File: src/rtl/vec_intc_pkg.sv
package vec_intc_pkg;
  // register word offsets
  localparam int OFS_RAW    = 'h00;
  localparam int OFS_MASKED = 'h01;
  localparam int OFS_ENSET  = 'h02;
  localparam int OFS_ENCLR  = 'h03;
  localparam int OFS_SEL    = 'h04;
  localparam int OFS_CUR    = 'h05;
  localparam int OFS_VEC    = 'h20;

  typedef enum logic [1:0] {
    SRC_NONE  = 2'd0,
    SRC_LOCAL = 2'd1,
    SRC_CHAIN = 2'd2
  } svc_origin_e;
endpackage

File: src/rtl/vec_intc_regs.sv
module vec_intc_regs #(
  parameter int NSRC   = 32,
  parameter int ADDR_W = 8,
  parameter int DW     = 32
) (
  input  logic                      clk,
  input  logic                      rst_n,
  input  logic [ADDR_W-1:0]         bus_addr,
  input  logic                      bus_we,
  input  logic [DW-1:0]             bus_wdata,
  output logic [NSRC-1:0]           en_q,
  output logic [NSRC-1:0]           sel_q,
  output logic [NSRC-1:0][DW-1:0]   vec_q
);
  import vec_intc_pkg::*;

  localparam int VBASE = OFS_VEC;

  logic wr_enset, wr_enclr, wr_sel;
  logic [NSRC-1:0] vec_wr;

  assign wr_enset = bus_we && (bus_addr == ADDR_W'(OFS_ENSET));
  assign wr_enclr = bus_we && (bus_addr == ADDR_W'(OFS_ENCLR));
  assign wr_sel   = bus_we && (bus_addr == ADDR_W'(OFS_SEL));

  always_ff @(posedge clk or negedge rst_n) begin
    if (!rst_n) begin
      en_q  <= '0;
      sel_q <= '0;
    end else begin
      if (wr_enset)      en_q <= en_q |  bus_wdata[NSRC-1:0];
      else if (wr_enclr) en_q <= en_q & ~bus_wdata[NSRC-1:0];
      if (wr_sel)        sel_q <= bus_wdata[NSRC-1:0];
    end
  end

  for (genvar g = 0; g < NSRC; g++) begin : g_vec
    assign vec_wr[g] = bus_we && (bus_addr == ADDR_W'(VBASE + g));
    always_ff @(posedge clk or negedge rst_n) begin
      if (!rst_n)         vec_q[g] <= '0;
      else if (vec_wr[g]) vec_q[g] <= bus_wdata;
    end
  end


  enset_sets_chk: assert property (@(posedge clk) disable iff (!rst_n)
    wr_enset |=> ((en_q & $past(bus_wdata[NSRC-1:0])) == $past(bus_wdata[NSRC-1:0])));

  enset_keeps_chk: assert property (@(posedge clk) disable iff (!rst_n)
    wr_enset |=> ((en_q & ~$past(bus_wdata[NSRC-1:0])) == ($past(en_q) & ~$past(bus_wdata[NSRC-1:0]))));

  enclr_clears_chk: assert property (@(posedge clk) disable iff (!rst_n)
    wr_enclr |=> ((en_q & $past(bus_wdata[NSRC-1:0])) == '0));
endmodule

File: src/rtl/vec_intc_arb.sv
module vec_intc_arb #(
  parameter int NSRC = 32,
  localparam int IW  = (NSRC > 1) ? $clog2(NSRC) : 1
) (
  input  logic            clk,
  input  logic            rst_n,
  input  logic [NSRC-1:0] req,
  output logic            any,
  output logic [IW-1:0]   win_idx,
  output logic [NSRC-1:0] win_oh
);
  // lowest set index wins
  function automatic logic [IW-1:0] lowest_idx(input logic [NSRC-1:0] r);
    logic [IW-1:0] k;
    k = '0;
    for (int i = NSRC - 1; i >= 0; i--)
      if (r[i]) k = IW'(i);
    return k;
  endfunction

  assign any     = |req;
  assign win_idx = lowest_idx(req);
  assign win_oh  = any ? (NSRC'(1) << win_idx) : '0;


  win_onehot_chk: assert property (@(posedge clk) disable iff (!rst_n)
    $onehot0(win_oh) && ((win_oh & ~req) == '0));

  win_lowest_chk: assert property (@(posedge clk) disable iff (!rst_n)
    any |-> ((req & (win_oh - NSRC'(1))) == '0));
endmodule

File: src/rtl/vec_intc.sv
module vec_intc #(
  parameter int NSRC   = 32,
  parameter int ADDR_W = 8,
  parameter int DW     = 32
) (
  input  logic              clk,
  input  logic              rst_n,
  input  logic [NSRC-1:0]   src_i,
  input  logic [ADDR_W-1:0] bus_addr,
  input  logic              bus_we,
  input  logic [DW-1:0]     bus_wdata,
  output logic [DW-1:0]     bus_rdata,
  input  logic              dc_req_i,
  input  logic [DW-1:0]     dc_vec_i,
  output logic              dc_ack_o,
  output logic              irq_n,
  output logic              fiq_n
  ,output logic [DW-1:0]    vec_o
);
  import vec_intc_pkg::*;

  localparam int IW = (NSRC > 1) ? $clog2(NSRC) : 1;

  logic [NSRC-1:0]         en_q, sel_q;
  logic [NSRC-1:0][DW-1:0] vec_q;
  logic [NSRC-1:0]         masked, irq_req, win_oh;
  logic                    local_any, take, ack_wr;
  logic [IW-1:0]           win_idx;
  logic [DW-1:0]           cur_q, rd_next;
  svc_origin_e             origin_q;

  vec_intc_regs #(.NSRC(NSRC), .ADDR_W(ADDR_W), .DW(DW)) u_regs (
    .clk(clk), .rst_n(rst_n), .bus_addr(bus_addr), .bus_we(bus_we),
    .bus_wdata(bus_wdata), .en_q(en_q), .sel_q(sel_q), .vec_q(vec_q)
  );

  assign masked  = src_i & en_q;
  assign irq_req = masked & ~sel_q;

  vec_intc_arb #(.NSRC(NSRC)) u_arb (
    .clk(clk), .rst_n(rst_n), .req(irq_req),
    .any(local_any), .win_idx(win_idx), .win_oh(win_oh)
  );

  // named events for the checks
  assign ack_wr = bus_we && (bus_addr == ADDR_W'(OFS_CUR));
  assign take   = !ack_wr && (origin_q == SRC_NONE) && (local_any || dc_req_i);

  always_ff @(posedge clk or negedge rst_n) begin
    if (!rst_n) begin
      origin_q <= SRC_NONE;
      cur_q    <= '0;
    end else if (ack_wr) begin
      origin_q <= SRC_NONE;
    end else if (take) begin
      origin_q <= local_any ? SRC_LOCAL : SRC_CHAIN;
      cur_q    <= local_any ? vec_q[win_idx] : dc_vec_i;
    end
  end

  assign irq_n    = (origin_q == SRC_NONE);
  assign fiq_n    = ~|(masked & sel_q);
  assign vec_o    = cur_q;
  assign dc_ack_o = ack_wr && (origin_q == SRC_CHAIN);

  always_comb begin
    rd_next = '0;
    case (int'(bus_addr))
      OFS_RAW:    rd_next[NSRC-1:0] = src_i;
      OFS_MASKED: rd_next[NSRC-1:0] = masked;
      OFS_ENSET:  rd_next[NSRC-1:0] = en_q;
      OFS_SEL:    rd_next[NSRC-1:0] = sel_q;
      OFS_CUR:    rd_next = cur_q;
      default: begin
        for (int i = 0; i < NSRC; i++)
          if (int'(bus_addr) == OFS_VEC + i) rd_next = vec_q[i];
      end
    endcase
  end

  always_ff @(posedge clk or negedge rst_n) begin
    if (!rst_n) bus_rdata <= '0;
    else        bus_rdata <= rd_next;
  end


  cur_hold_chk: assert property (@(posedge clk) disable iff (!rst_n)
    (!irq_n && !ack_wr) |=> (!irq_n && $stable(cur_q)));

  ack_release_chk: assert property (@(posedge clk) disable iff (!rst_n)
    ack_wr |=> irq_n);

  raise_chk: assert property (@(posedge clk) disable iff (!rst_n)
    (irq_n && !ack_wr && local_any) |=> (!irq_n && cur_q == $past(vec_q[win_idx])));

  chain_ack_chk: assert property (@(posedge clk) disable iff (!rst_n)
    dc_ack_o |-> (!irq_n && ack_wr));
endmodule

File: config.mk
export PLATFORM = sky130hd
export DESIGN_NAME = vec_intc
export DESIGN_NICKNAME = d
export VERILOG_FILES = /design/src/rtl/vec_intc_pkg.sv /design/src/rtl/vec_intc_regs.sv /design/src/rtl/vec_intc_arb.sv /design/src/rtl/vec_intc.sv
export SDC_FILE = /design/constraint.sdc
export NUM_CORES = 2
export LEC_CHECK = 0
export BUFFER_PORTS_ARGS = -buffer_cell sky130_fd_sc_hd__buf_2
export CAP_MARGIN = 20
export CORE_ASPECT_RATIO = 0.75
export CORE_UTILIZATION = 45
export CTS_BUF_LIST = sky130_fd_sc_hd__clkbuf_2 sky130_fd_sc_hd__clkbuf_4 sky130_fd_sc_hd__clkbuf_8
export CTS_CLUSTER_DIAMETER = 120
export DETAILED_ROUTE_END_ITERATION = 6
export SYNTH_ARGS = -nofsm -noshare
export SYNTH_HDL_FRONTEND = slang
export SYNTH_SLANG_ARGS = --single-unit
File: constraint.sdc
create_clock -name clk -period 3.9 [get_ports clk]
set_input_delay 0.78 -clock clk [delete_from_list [all_inputs] [get_ports clk]]
set_output_delay 0.78 -clock clk [all_outputs]
set_load 0.03 [all_outputs]
==> results.cfg <==
[global_routing]
grt.met1_usage_pct = 48.1
grt_max_degree = 121
grt_pass1_vias = 52700
grt_overflow_total = 0
met3_usage_pct = 8.00
use_met2_pct = 51.7
grt_busiest_layer = met2
grtUsageTotal_pct = 35.0
grt_pass1_wl_um = 361000
antenna_found_initial = 11

[floorplanning]
die_h_um = 324
pin_count = 175
rows = 117
placeableCoreArea_mm2 = 0.136
dieArea_mm2 = 0.140
start_util_pct = 45.6
fp.dieW_um = 432

[timing]
relSlewSlack_pct = 21.8
worstMarginPinSlew_ns = 1.17
hold_violations = 0
setup_violations = 0
finalCritPeriodShare_pct = 99.8
fmax_ghz = 0.257
slew_viol_final = 0
finClkSkew_ns = 0.0541
fin_crit_ns = 3.89
rsz0062_at_grt = no

[setup_path]
cpMaxStageDelayCell = o21ai_0
crit_path_end_kind = flop
crit_buf_inv = 2
crit_chain = nand2_1 > o21ai_0 > a2111oi_1 > buf_4 > o21ai_1 > and2_4 > buf_12 > mux2i_1 > mux2_2 > a2111oi_4 > a211oi_1
startpoint_type = flop
cpPeakStageDelay_ns = 0.54
arrival_ns = 4.65
crit_required_ns = 4.66
critPathMaxFanout = 47
critPathTopFamily = compound AO/OA/AOI/OAI gates
path_class = reg -> reg

[power_and_ir_drop]
power_density_mw_per_mm2 = 412
total_power_mw = 30.3
p_leak_nw = 34.9
vdd_ir_drop_max_uv = 303

[finish]
syn_to_final_growth_pct = 17.9
final_cells = 8388
drive_gt1_share_pct = 35.8
finalNetCount = 6512
nFillCells = 12100

[placement]
place_inst = 8063
dp_hpwl_um = 176000
io_buffer_count = 174
gp_congestion = 1.01

[clock_network]
cts_buffers = 182
cts_max_level = 4
cts.sinks = 1154
cts_buffer_depth = 3
clk_latency_ns = 0.94
cts_tree = done
ctsRootBufferMaster = clkbuf_8
cts_setup_buffers = 0
cts.clk_slew.worst_paths_ns = 0.07

[yosys]
syn-num-nets = 6103
ys_seq_elements = 1154
synth.distinct_cells = 70
synthFlopType = dfrtp_1
postSynth.asyncResetShare_pct = 100
netlist_area_mm2 = 0.0623
synthTopCellsByCount = 1,154 x dfrtp_1, 1,154 x mux2_2, 888 x nand2_1, 365 x nand3_1, 359 x clkbuf_1
syn_inst = 5995
synth_area_leaders = dfrtp_1 46%, mux2_2 21%, nand2_1 5.4%, mux2i_1 4.3%, nand3_1 2.9%
yosysTopAreaCell = dfrtp_1
synth-edff-count = 0
syn_area_per_cell_um2 = 10.4
yosysWarnings = 0
yosysSeqAreaShare_pct = 46.4
synth_top_area_share_pct = 46.4

[status]
outcome = finished, violations left
violations = DRC

[drt]
wire_per_inst_um = 29.6
drt_iter0_markers = 6352
drc_errors = 2
drt_first_pass_iters = 7
vias_per_cell = 6.45
antenna_left = 0
routed_wl_um = 248000
via_count = 54100

[hold_path]
hp-class = in -> reg

[run]
cap_viol_max_count = 0
## metal layers
metal  share of wire [%]  routed length (µm)
met3                 9.5               23500
met5               0.041                 102
met4                 5.4               13400
met1                  42              104000
met2                  43              107000
## where the power goes
| part | total (mW) | internal [mW] | switching [mW] |
|---|---|---|---|
| Combinational | 5.63 | 2.11 | 3.53 |
| Sequential | 13.3 | 12.6 | 0.674 |
| Clock | 11.4 | 6.17 | 5.20 |
| Total | 30.3 | 20.9 | 9.40 |
## kinds of logic after synthesis
group	count (synthesis)	synth area share (%)
and+or+nand+nor	1703	12.3
muxes	1433	25.5
DFF	1154	46.4
AOI/OAI and AO/OA	1147	12.2
buffers and inverters	558	3.56
## worst min-delay path, cell delays in order
cell      delay [ns]
buf_2           0.10
nand2_1         0.04
o311ai_0        0.08
## registers in the layout, indices dropped and copies added, names as in the netlist, named ones only
register / flops
bus_rdata: 32
u_regs.vec_q: 1024
origin_q: 2
u_regs.sel_q: 32
vec_o: 32
## timing repair
| item | 4_1_cts | 5_1_grt |
|---|---|---|
| endpoints found under the setup margin | 1 | 3 |
| hold buffers | 1 | 0 |
| endpoints found under the hold margin | 49 | 0 |
| resized for setup | 1 | 3 |
## path summary, 6_finish.rpt
kind                            slack (ns)                     from                            end  cells past startpoint
max in group asynchronous             2.18                    rst_n  u_regs.vec_q[517]$_DFFE_PN0P_                      3
min in group asynchronous             0.45                    rst_n  u_regs.vec_q[342]$_DFFE_PN0P_                      2
worst max register to register       0.009                     flop          vec_o[27]$_DFFE_PN0P_                     11
worst max-delay path                 0.009                     flop          vec_o[27]$_DFFE_PN0P_                     11
worst min-delay path                  0.14                src_i[16]        bus_rdata[16]$_DFF_PN0_                      3
worst min register to register        0.53  origin_q[1]$_DFFE_PN0P_        origin_q[1]$_DFFE_PN0P_                      1
## cells in the final DEF, fill, tap and decap left out, drive strengths merged, types with 36 or more instances in the layout
cell type	count
o21ai	283
nand2	888
and3	135
dfrtp	1154
a211oi	82
nor3	43
nand3	365
nor2	132
mux2i	270
o22ai	224
a22oi	100
clkbuf	295
mux2	1154
buf	772
a21oi	181
nor2b	36
## per-stage QoR
stage               utilization, %  instance area (µm²)  hold WS, ns  TNS [ns]  worst slack [ns]
CTS                           53.8                73300       0.0666         0            0.0230
global route                  53.8                73400        0.135         0            0.0264
floorplan                        -                62300        0.474         0             0.504
global placement              50.9                69400        0.495     -7.07            -0.609
detailed placement            50.9                69400        0.508     -6.05            -0.558
finish                        53.8                73400        0.143         0           0.00854
## final cells by class
class	count	area (µm²)	area share, %
multi-input combinational	4283	31500	42.9
sequential	1154	28900	39.4
timing repair buffer	773	6750	9.20
clock buffer	295	3700	5.05
tap	1844	2310	3.14
clock inverter	24	230	0.314
inverter	10	37.5	0.0512
antenna	5	12.5	0.0171
(Power assumes the default switching activity.)
